**src/rtl/walk_pkg.sv**
```systemverilog
package walk_pkg;
  localparam int LIST_N  = 3;
  localparam int LIST_IW = $clog2(LIST_N + 1);

  typedef enum logic [2:0] {
    W_IDLE,
    W_PICK,
    W_READ,
    W_EVAL,
    W_REQ
  } walk_state_t;
endpackage

```
**src/rtl/walk_list_pick.sv**
```systemverilog
module walk_list_pick #(
  parameter int ADDR_W  = 8,
  parameter int LIST_N  = 3,
  parameter int LIST_IW = 2
) (
  input  logic [LIST_N-1:0]        en,
  input  logic [LIST_IW-1:0]       from,
  input  logic [LIST_N*ADDR_W-1:0] heads,
  output logic                     found,
  output logic [LIST_IW-1:0]       idx,
  output logic [ADDR_W-1:0]        head
);
  // lowest enabled chain index at or above 'from' wins
  always_comb begin
    found = 1'b0;
    idx   = '0;
    head  = '0;
    for (int i = LIST_N - 1; i >= 0; i--) begin
      if (en[i] && (i >= int'(from))) begin
        found = 1'b1;
        idx   = LIST_IW'(i);
        head  = heads[i*ADDR_W +: ADDR_W];
      end
    end
  end
endmodule

```
**src/rtl/walk_step_guard.sv**
```systemverilog
module walk_step_guard #(
  parameter int MAX_STEPS = 32
) (
  input  logic clk,
  input  logic rst,
  input  logic clear,
  input  logic step,
  output logic at_limit
);
  localparam int CW = $clog2(MAX_STEPS + 1);

  logic [CW-1:0] count;

  always_ff @(posedge clk) begin
    if (rst || clear) count <= '0;
    else if (step)    count <= count + 1'b1;
  end

  assign at_limit = (count >= CW'(MAX_STEPS));

  AST_STEP_BOUND: assert property (@(posedge clk) disable iff (rst)
    count <= CW'(MAX_STEPS));
endmodule

```
**src/rtl/walk_desc_unpack.sv**
```systemverilog
module walk_desc_unpack #(
  parameter int ADDR_W = 8
) (
  input  logic [ADDR_W+2:0] desc,
  output logic [ADDR_W-1:0] link,
  output logic              tail,
  output logic              take
);
  logic active, done;

  assign link   = desc[ADDR_W-1:0];
  assign tail   = desc[ADDR_W];
  assign active = desc[ADDR_W+1];
  assign done   = desc[ADDR_W+2];
  assign take   = active && !done;
endmodule

```
**src/rtl/sched_walker.sv**
```systemverilog
module sched_walker
  import walk_pkg::*;
#(
  parameter int ADDR_W    = 8,
  parameter int MAX_STEPS = 32,
  localparam int DESC_W   = ADDR_W + 3
) (
  input  logic                     clk,
  input  logic                     rst,
  input  logic                     uframe_start,
  input  logic                     uframe_end,
  input  logic [LIST_N-1:0]        list_en,
  input  logic [LIST_N*ADDR_W-1:0] list_head,
  output logic                     mem_rd_en,
  output logic [ADDR_W-1:0]        mem_rd_addr,
  input  logic [DESC_W-1:0]        mem_rd_data,
  output logic                     req_valid,
  output logic [ADDR_W-1:0]        req_addr,
  output logic [LIST_IW-1:0]       req_list,
  input  logic                     req_ack,
  output logic                     busy,
  output logic                     loop_err
);
  walk_state_t        state;
  logic [LIST_IW-1:0] scan_from, cur_list;
  logic [ADDR_W-1:0]  ptr, link_q;
  logic               tail_q, eof_pend;

  logic               eof;
  logic               pick_found;
  logic [LIST_IW-1:0] pick_idx;
  logic [ADDR_W-1:0]  pick_head;
  logic [ADDR_W-1:0]  d_link;
  logic               d_tail, d_take;
  logic               at_limit;
  logic [ADDR_W-1:0]  adv_link;
  logic               adv_tail, adv_end, adv_err;

  walk_list_pick #(.ADDR_W(ADDR_W), .LIST_N(LIST_N), .LIST_IW(LIST_IW)) u_pick (
    .en(list_en), .from(scan_from), .heads(list_head),
    .found(pick_found), .idx(pick_idx), .head(pick_head)
  );

  walk_desc_unpack #(.ADDR_W(ADDR_W)) u_unpack (
    .desc(mem_rd_data), .link(d_link), .tail(d_tail), .take(d_take)
  );

  walk_step_guard #(.MAX_STEPS(MAX_STEPS)) u_guard (
    .clk(clk), .rst(rst),
    .clear(state == W_PICK), .step(state == W_READ),
    .at_limit(at_limit)
  );

  assign eof  = eof_pend || uframe_end;
  assign busy = (state != W_IDLE);

  // where to go after the current descriptor
  always_comb begin
    adv_link = (state == W_REQ) ? link_q : d_link;
    adv_tail = (state == W_REQ) ? tail_q : d_tail;
    adv_end  = adv_tail || (adv_link == '0);
    adv_err  = !adv_end && at_limit;
  end

  always_ff @(posedge clk) begin
    if (rst) begin
      state       <= W_IDLE;
      scan_from   <= '0;
      cur_list    <= '0;
      ptr         <= '0;
      link_q      <= '0;
      tail_q      <= 1'b0;
      eof_pend    <= 1'b0;
      mem_rd_en   <= 1'b0;
      mem_rd_addr <= '0;
      req_valid   <= 1'b0;
      req_addr    <= '0;
      req_list    <= '0;
      loop_err    <= 1'b0;
    end else begin
      mem_rd_en <= 1'b0;
      if (state != W_IDLE && uframe_end) eof_pend <= 1'b1;

      case (state)
        W_IDLE: begin
          eof_pend <= 1'b0;
          if (uframe_start) begin
            scan_from <= '0;
            loop_err  <= 1'b0;
            state     <= W_PICK;
          end
        end

        W_PICK: begin
          if (eof || !pick_found) begin
            state <= W_IDLE;
          end else begin
            cur_list <= pick_idx;
            if (pick_head == '0) begin
              scan_from <= pick_idx + 1'b1;
            end else begin
              ptr         <= pick_head;
              mem_rd_en   <= 1'b1;
              mem_rd_addr <= pick_head;
              state       <= W_READ;
            end
          end
        end

        W_READ: state <= eof ? W_IDLE : W_EVAL;

        W_EVAL, W_REQ: begin
          if (state == W_EVAL && eof) begin
            state <= W_IDLE;
          end else if (state == W_EVAL && d_take) begin
            req_valid <= 1'b1;
            req_addr  <= ptr;
            req_list  <= cur_list;
            link_q    <= d_link;
            tail_q    <= d_tail;
            state     <= W_REQ;
          end else if (state == W_EVAL || req_ack) begin
            req_valid <= 1'b0;
            if (eof) begin
              state <= W_IDLE;
            end else if (adv_end || adv_err) begin
              if (adv_err) loop_err <= 1'b1;
              scan_from <= cur_list + 1'b1;
              state     <= W_PICK;
            end else begin
              ptr         <= adv_link;
              mem_rd_en   <= 1'b1;
              mem_rd_addr <= adv_link;
              state       <= W_READ;
            end
          end
        end

        default: state <= W_IDLE;
      endcase
    end
  end

  AST_REQ_HOLD: assert property (@(posedge clk) disable iff (rst)
    req_valid && !req_ack |=> req_valid && $stable(req_addr) && $stable(req_list));
  AST_NULL_NEVER_READ: assert property (@(posedge clk) disable iff (rst)
    mem_rd_en |-> mem_rd_addr != '0);
  AST_RD_PULSE: assert property (@(posedge clk) disable iff (rst)
    mem_rd_en |=> !mem_rd_en);
  AST_EOF_STOPS: assert property (@(posedge clk) disable iff (rst)
    uframe_end && !req_valid |=> !mem_rd_en && !req_valid);
  AST_ERR_WHILE_BUSY: assert property (@(posedge clk) disable iff (rst)
    $rose(loop_err) |-> $past(busy));
endmodule

```
**config.mk**
```make
export PLATFORM = sky130hd
export DESIGN_NAME = sched_walker
export DESIGN_NICKNAME = d
export VERILOG_FILES = /design/src/rtl/walk_pkg.sv /design/src/rtl/walk_list_pick.sv /design/src/rtl/walk_step_guard.sv /design/src/rtl/walk_desc_unpack.sv /design/src/rtl/sched_walker.sv
export SDC_FILE = /design/constraint.sdc
export NUM_CORES = 1
export LEC_CHECK = 0
export ABC_CLOCK_PERIOD_IN_PS = 4510
export BUFFER_PORTS_ARGS = -buffer_cell sky130_fd_sc_hd__buf_4
export CORE_MARGIN = 10
export CORE_UTILIZATION = 50
export CTS_CLUSTER_DIAMETER = 200
export CTS_CLUSTER_SIZE = 30
export DETAILED_ROUTE_END_ITERATION = 16
export PLACE_DENSITY = 0.85
export SLEW_MARGIN = 20
export SYNTH_ARGS = -nofsm -noshare
export SYNTH_HDL_FRONTEND = slang
export SYNTH_SLANG_ARGS = --single-unit
```
**constraint.sdc**
```tcl
create_clock -name clk -period 4.51 [get_ports clk]
set_clock_uncertainty 0.1 [all_clocks]
set_input_delay 0.451 -clock clk [delete_from_list [all_inputs] [get_ports clk]]
set_output_delay 0.451 -clock clk [all_outputs]
set_load 0.02 [all_outputs]
```
==> results_dict.tcl, run 1 <==
set metrics [dict create \
    place_congestion 0.8859 \
    portBuffers 64 \
    crit_arrival_ns 2.74 \
    dp_cells 401 \
    gr-total-overflow 0 \
    synthTopCellsByArea "dfxtp_1 37%, nand2_1 9.4%, a21oi_1 7.2%" \
    hp-class "primary input to register" \
    synth_top_area_cell "dfxtp_1" \
    final_cell_count_no_fill 409 \
    die_h_um 88.57 \
    yosysMostFrequentCell "nand2_1" \
    fin_ws_ns 1.865 \
    cts_sinks 44 \
    status "complete, no violations" \
    synth_nets 349 \
    synthTopCellsByCount "59 x nand2_1, 44 x dfxtp_1, 34 x a21oi_1" \
    cp-startpoint "state[1]$_SDFFE_PP0P_" \
    yosys.area_share.adder 0.01064 \
    post_cts_buffers 0 \
    setup_viol 0 \
    synthXorXnorAreaFrac 0.02235 \
    ys.flop_type "dfxtp_1" \
    place_hpwl_um 5035 \
    grt_usage 0.1733 \
    grt_pass1_vias 2356 \
    postSynth.asyncResetShare 0 \
    synth.distinct_cells 43 \
    synth_mux_area_frac 0.05109 \
    cts.clk_slew.worst_paths_ns 0.09 \
    path_class "register to register" \
    die_x_um 88.57 \
    wire_per_inst_um 16.21 \
    ctsResizeCount 0 \
    antenna_left 0 \
    synth-simple-area-share 0.2980 \
    htree_levels 2 \
    cts_tree "done" \
    viasPerCell 5.924 \
    antenna_found_initial 0 \
    peakVddDrop_mv 0.2677 \
    r2r_setup_slack_ns 1.86 \
    syn_inst 304 \
    synth_edf_count 0 \
    setup-tns-final_ns 0 \
    period_share 0.5865 \
    grt_first_pass_wirelength_um 10850 \
    die_area_um2 7845 \
    fin_crit_ns 2.645 \
    worstReg2RegEnd "ptr[4]$_SDFFE_PP0P_" \
    relSlewSlack 0.5009 \
    ctsHoldBuffers 0 \
    leakagePower_nw 1.159 \
    drtIter0Drc 190 \
    drive_gt1_frac 0.2381 \
    insertedDiodeCount 0 \
    num_rows 24 \
    maxSlewViolCount 0 \
    syn-mean-instance-area_um2 7.734 \
    cp-end-kind "register" \
    wl_um 6631 \
    rsz0062_at_grt "no" \
    yosysSeqAreaShare 0.3747 \
    cap_violations 0 \
    core_um2 4444 \
    crit_end "ptr[4]$_SDFFE_PP0P_" \
    synth_top_family_by_area "simple AND/OR/NAND/NOR gates" \
    synth_compound_area_frac 0.1996 \
    num-nets-final 401 \
    drt-pass1-iter-count 4 \
    area_growth_pct 23.90 \
    clockBufferDepth 2 \
    required_ns 4.61 \
    clk_latency_ns 0.31 \
    p_per_area_nw_per_um2 300.2 \
    critPathMaxFanout 12 \
    rr_startpoint "state[1]$_SDFFE_PP0P_" \
    vias 2423 \
    max_freq_mhz 378.1 \
    r2r_cells 6 \
    grt_max_degree 47 \
    cts_root_buf "clkbuf_8" \
    cts_made_buffers 5 \
    startpoint_type "register" \
    dp_slack_ns 1.948 \
    drc 0 \
    io_pins 65 \
    hold_viol 0 \
    worstMarginPinSlew_ns 0.7469 \
    synth_top_area_frac 0.3747 \
    synth_seq_cells 44 \
    yosysWarnings 0 \
    initial_core_util 0.5290 \
    synth_area_um2 2351 \
]
## stage by stage
step	util	instance area [µm²]	hold WS, ns	power, mW
detailed placement	0.6346	2820	0.3541	0.6166
global route	0.6554	2913	0.3026	0.9098
floorplan	-	2351	0.3492	0.5444
global placement	0.6346	2820	0.3433	0.6130
finish	0.6554	2913	0.2968	0.8745
CTS	0.6554	2913	0.2964	0.8733
## logic make-up (layout without fill, tap and decap cells)
| kind of cell | count (synthesis) | after routing |
|---|---|---|
| and+or+nand+nor | 142 | 142 |
| AOI/OAI and AO/OA | 73 | 73 |
| DFF | 44 | 44 |
| buffers and inverters | 26 | 79 |
| muxes | 11 | 11 |
| xor gates and xnor gates | 6 | 6 |
| adders and majority gates | 2 | 2 |
## sequential cells by signal, summed over array words and instances, names as in the netlist
| name | count |
|---|---|
| req_list | 2 |
| ptr | 8 |
| loop_err | 1 |
| cur_list | 2 |
| link_q | 8 |
| tail_q | 1 |
| mem_rd_en | 1 |
| req_addr | 8 |
| u_guard.count | 6 |
| state | 3 |
| req_valid | 1 |
| eof_pend | 1 |
| scan_from | 2 |
## final cells by class
type | count | area (µm²)
clock buffer | 6 | 82.58
clock inverter | 2 | 10.01
fill | 374 | 1531
inverter | 7 | 26.28
multi-input combinational | 234 | 1368
sequential | 44 | 880.8
tap | 52 | 65.06
timing repair buffer | 64 | 480.5
## power breakdown
| group | switching [mW] | leakage (nW) | internal, mW |
|---|---|---|---|
| clock network | 0.140 | 0.0510 | 0.122 |
| logic | 0.105 | 0.753 | 0.0871 |
| registers | 0.0178 | 0.355 | 0.402 |
## metal layers
metal  up-vias  part of all wire  global-route usage
met1      1149              0.40              0.2001
met4         0             0.019             0.07489
li1       1173                 -                   -
met5         -                 0                   0
met3        11             0.083             0.05790
met2        90              0.50              0.2867
## how the worst min path moves through the flow
stage                     slack [ns]                  endpoint                     start  depth (start not counted)
after CTS                       0.30       tail_q$_SDFFE_PP0P_            mem_rd_data[8]                          3
after global routing            0.30       tail_q$_SDFFE_PP0P_            mem_rd_data[8]                          3
after floorplan                 0.35    link_q[2]$_SDFFE_PP0P_    link_q[2]$_SDFFE_PP0P_                          2
after global placement          0.34  req_addr[6]$_SDFFE_PP0P_  req_addr[6]$_SDFFE_PP0P_                          2
after detailed placement        0.35  req_addr[7]$_SDFFE_PP0P_  req_addr[7]$_SDFFE_PP0P_                          2
final                           0.30       tail_q$_SDFFE_PP0P_            mem_rd_data[8]                          3
## placed cells by master (no fill, tap or decap), types with 4 or more instances in the layout
cell type and instances:
nor2b_1 13, inv_1 7, o21ai_0 4, nand2b_1 4, nand3_1 12, a21oi_1 34
dfxtp_1 44, nor2_1 18, a211oi_1 10, o22ai_1 9, mux2_2 8, clkbuf_8 6
buf_4 64, nand2_1 59, nor4_1 10, nor3_1 11
## critical path: stages (launching register included)
cell and delay [ns]:
dfxtp_1 0.55, nand3b_1 0.36, nand2_1 0.43, o211ai_2 0.17, o21a_1 0.16, nor3_4 0.36, mux2_2 0.39
Power figures use the tool's default switching activity.
==> run 2: changes to the inputs <==
Settings changed: ABC_CLOCK_PERIOD_IN_PS 4510 to 2300, CORE_UTILIZATION 50 to 47, PLACE_DENSITY 0.85 to 0.84.
Clock period 4.51 ns to 2.3 ns, I/O delays scaled along.
==> results_dict.tcl, run 2 (synthesized netlist as in run 1, its figures left out) <==
set metrics [dict create \
    final_common_cell "buf_4" \
    seq_area_um2 885.9 \
    ctsHoldBuffers 0 \
    drive_gt1_frac 0.2902 \
    p_sw_frac 0.2911 \
    largestRegisters "link_q (8), ptr (8), req_addr (8)" \
    gr-total-overflow 0 \
    max_freq_mhz 444.9 \
    insertedDiodeCount 0 \
    num_rows 25 \
    grt_usage 0.1681 \
    drc 0 \
    num-nets-final 423 \
    die_area_um2 8231 \
    power_switching_uw 548.8 \
    p_total_mw 1.885 \
    cts_made_buffers 5 \
    status "complete, no violations" \
    setup-tns-final_ns 0 \
    viasPerCell 5.612 \
    wire_per_inst_um 15.88 \
    critPathMaxFanout 8 \
    cp_cell_sequence "or3b_4 -> a211oi_4 -> o211ai_2 -> o21a_1 -> nor3_4 -> buf_12 -> mux2_2" \
    topRoutingLayerUsed "met4" \
    wl_met3_um 546 \
    worst_hold_slack_ns 0.07715 \
    cts.clk_slew.worst_paths_ns 0.09 \
    place_congestion 0.8564 \
    initial_core_util 0.4912 \
    htree_levels 2 \
    grt_first_pass_wirelength_um 11610 \
    route.met2.wl_um 3514 \
    portBuffers 64 \
    p_int_mw 1.336 \
    rsz0062_at_grt "yes" \
    fillers 396 \
    cts_sinks 44 \
    die_h_um 90.73 \
    area_growth_pct 33.85 \
    peakVddDrop_mv 0.4868 \
    vias 2503 \
    cp-end-kind "register" \
    required_ns 2.40 \
    grt_max_degree 47 \
    crit_arrival_ns 2.35 \
    maxSlewViolCount 0 \
    worst-path-buf-inv 1 \
    die_x_um 90.73 \
    period_share 0.9772 \
    seqPwrFrac 0.434 \
    clockBufferDepth 2 \
    fin_crit_ns 2.248 \
    cts_root_buf "clkbuf_8" \
    hp-class "primary input to register" \
    dp_cells 435 \
    startpoint_type "register" \
    drt-pass1-iter-count 5 \
    antenna_found_initial 0 \
    cts_tree "done" \
    wirelength_met1_um 2939 \
    crit_slowest_cell "or3b_4" \
    power_frac_clock 0.328 \
    path_class "register to register" \
    io_pins 65 \
    cap_violations 0 \
    crit_family "simple AND/OR/NAND/NOR gates" \
    hold_viol 0 \
    multi_input_area_um2 1378 \
    final_cell_count_no_fill 446 \
    max_stage_delay_ns 0.44 \
    power_frac_comb 0.237 \
    core_um2 4786 \
    clk_latency_ns 0.31 \
    grt_pass1_vias 2499 \
    worstMarginPinSlew_ns 0.5286 \
    wl_um 7081 \
    leakagePower_nw 1.280 \
    layout_common_cells "85 x buf_4, 59 x nand2_1, 42 x dfxtp_1" \
    relSlewSlack 0.6444 \
    p_per_area_nw_per_um2 599.0 \
    setup_viol 0 \
    drtIter0Drc 193 \
    place_hpwl_um 5328 \
    antenna_left 0 \
]
## run 2: metal layers
| layer | vias up | GRT usage |
|---|---|---|
| met3 | 15 | 0.05403 |
| met2 | 107 | 0.2861 |
| met1 | 1158 | 0.1960 |
| met5 | - | 0 |
| met4 | 0 | 0.04775 |
| li1 | 1223 | - |
## run 2: power by group through the flow
stage | sequential [mW] | clock, mW | combinational [mW]
detailed placement | 0.835 | 0 | 0.419
CTS | 0.818 | 0.622 | 0.422
global placement | 0.833 | 0 | 0.411
floorplan | 0.837 | 0 | 0.230
finish | 0.819 | 0.619 | 0.447
global route | 0.823 | 0.660 | 0.487
## run 2: final cells by class
class | instances | share of cell area
sequential | 44 | 0.2815
clock buffer | 5 | 0.02187
clock inverter | 3 | 0.01471
timing repair buffer | 86 | 0.2091
inverter | 7 | 0.008350
multi-input combinational | 234 | 0.4378
tap | 67 | 0.02664
## run 2: repair_timing
action	4_1_cts	5_1_grt
endpoints found under the setup margin	0	8
resized for setup	0	6
setup buffers	0	3
## run 2: tightest hold or removal path: stages
cell	delay (ns)
buf_4	0.12
nand2_1	0.05
a21oi_1	0.05
## run 2: path summary, 6_finish.rpt
path                             from                  endpoint  slack, ns  cells past startpoint
max             state[1]$_SDFFE_PP0P_       ptr[5]$_SDFFE_PP0P_       0.05                      7
min                    mem_rd_data[1]    link_q[1]$_SDFFE_PP0P_       0.08                      3
min reg2reg  req_addr[4]$_SDFFE_PP0P_  req_addr[4]$_SDFFE_PP0P_       0.36                      2
max reg2reg     state[1]$_SDFFE_PP0P_       ptr[5]$_SDFFE_PP0P_       0.05                      7
## run 2: per-stage QoR
stage	area [µm²]	worst slack, ns	util
3_3_place_gp	2982	0.09649	0.6230
4_1_cts	3097	0.007320	0.6471
2_1_floorplan	2351	0.1522	-
6_report	3147	0.05233	0.6575
3_5_place_dp	2982	0.009430	0.6230
5_1_grt	3147	-0.02631	0.6575
==> run 3: changes to the inputs <==
Settings changed: ABC_CLOCK_PERIOD_IN_PS 2300 to 2100, BUFFER_PORTS_ARGS -buffer_cell sky130_fd_sc_hd__buf_4 to unset, CORE_UTILIZATION 47 to 50, DONT_BUFFER_PORTS set to 1, PLACE_DENSITY 0.84 to 0.73.
Clock period 2.3 ns to 2.1 ns, I/O delays scaled along.
==> results_dict.tcl, run 3 (synthesized netlist as in run 1, its figures left out) <==
set metrics [dict create \
    status "complete, no violations" \
    gr-total-overflow 0 \
    place_hpwl_um 4876 \
    vias 2284 \
    fin_util 0.6177 \
    crit_slowest_cell "or3b_4" \
    cp_cell_sequence "or3b_4 -> a211oi_4 -> o211ai_2 -> o21a_1 -> nor3_4 -> buf_12 -> mux2_2" \
    area_growth_pct 16.76 \
    cts_tree "done" \
    cap_violations 0 \
    cts_sinks 44 \
    io_pins 65 \
    fin_ws_ns 0.03773 \
    die_h_um 88.57 \
    startpoint_type "register" \
    r2r_setup_slack_ns 0.04 \
    htree_levels 2 \
    leakagePower_nw 1.011 \
    grt_max_degree 29 \
    critPathMaxFanout 9 \
    worstMarginPinSlew_ns 0.5673 \
    max_freq_mhz 484.9 \
    wl_um 6834 \
    antenna_left 0 \
    grt_pass1_vias 2257 \
    rsz0062_at_grt "yes" \
    clk_latency_ns 0.30 \
    drt-pass1-iter-count 4 \
    core_um2 4444 \
    relSlewSlack 0.6218 \
    viasPerCell 6.026 \
    initial_core_util 0.5290 \
    die_x_um 88.57 \
    max_stage_delay_ns 0.42 \
    crit_arrival_ns 2.16 \
    layout_common_cells "59 x nand2_1, 43 x dfxtp_1, 34 x a21oi_1" \
    dp_slack_ns 0.004539 \
    insertedDiodeCount 0 \
    clockBufferDepth 2 \
    drtIter0Drc 169 \
    drive_gt1_frac 0.1560 \
    maxSlewViolCount 0 \
    cts.clk_slew.worst_paths_ns 0.09 \
    hold_viol 0 \
    portBuffers 0 \
    cts_made_buffers 5 \
    setup_viol 0 \
    num_rows 24 \
    path_class "register to register" \
    period_share 0.9820 \
    die_area_um2 7845 \
    place_congestion 0.8555 \
    cp-end-kind "register" \
    final_common_cell "nand2_1" \
    antenna_found_initial 0 \
    num-nets-final 371 \
    wire_per_inst_um 18.03 \
    fin_crit_ns 2.062 \
    drc 0 \
    hp-class "primary input to register" \
    required_ns 2.20 \
    p_per_area_nw_per_um2 667.5 \
    grt_first_pass_wirelength_um 10800 \
    largestRegisters "link_q (8), ptr (8), req_addr (8)" \
    grt_usage 0.1734 \
    fillers 405 \
    peakVddDrop_mv 0.4347 \
    cts_root_buf "clkbuf_8" \
    p_total_mw 1.832 \
]
run 3: cell types whose count changed in the layout (fill, tap and decap cells not counted), sizes merged:
cell         previous run  this run
buf                    86        25
dlygate4sd3             0         9
clkinv                  0         3
bufinv                  1         0
clkinvlp                1         0
inv                     8         7
run 3: layout make-up:
class                      instances  area, µm²  area share
multi-input combinational        234       1396      0.5087
sequential                        44      882.1      0.3213
tap                               52      65.06     0.02370
clock buffer                       5      68.82     0.02507
timing repair buffer              34      287.8      0.1048
clock inverter                     3      18.77    0.006837
inverter                           7      26.28    0.009572
run 3: through the flow:
step | instance area [µm²] | cells | hold slack (ns) | setup TNS [ns]
final | 2745 | 379 | 0.02605 | 0
after global routing | 2745 | 379 | 0.03139 | -0.09269
after CTS | 2721 | 378 | 0.02241 | 0
after detailed placement | 2521 | 359 | 0.1885 | 0
after global placement | 2521 | 359 | 0.1876 | 0
after floorplan | 2361 | 304 | 0.2460 | -0.3160
run 3: final timing paths:
kind,start,endpoint,cells past startpoint
setup / recovery,state[2]$_SDFFE_PP0P_,ptr[4]$_SDFFE_PP0P_,7
hold / removal,req_ack,req_valid$_SDFFE_PP0P_,3
setup reg to reg,state[2]$_SDFFE_PP0P_,ptr[4]$_SDFFE_PP0P_,7
hold reg to reg,link_q[1]$_SDFFE_PP0P_,link_q[1]$_SDFFE_PP0P_,2
run 3: per-layer routing:
metal  vias to the layer above  wire (µm)  global-route usage  share of wire
li1                       1118          -                   -              -
met1                      1059       2705              0.1938           0.40
met2                        98       3503              0.3161           0.51
met3                         9        562             0.04779          0.082
met4                         0         63             0.04405         0.0092
met5                         -          0                   0              0
run 3: what timing repair did:
item                                    CTS  global route
endpoints found under the hold margin    28             0
endpoints found under the setup margin    7            13
pin swaps                                 0             0
hold buffers                             10             0
resized for setup                         1             5
gates cloned                              0             0
setup buffers                             1             1
run 3: critical path, delay by kind of cell (launching register included):
family	cells	cell delay, ns
mux	1	0.32
flops	1	0.34
buf+inv	1	0.15
simple gates	2	0.57
compound gates	3	0.47
run 3: power breakdown:
part / leakage (nW) / switching, mW / internal [mW]
sequential: 0.356 / 0.0459 / 0.863
combinational: 0.607 / 0.199 / 0.189
clock: 0.0479 / 0.304 / 0.232
total: 1.01 / 0.549 / 1.28
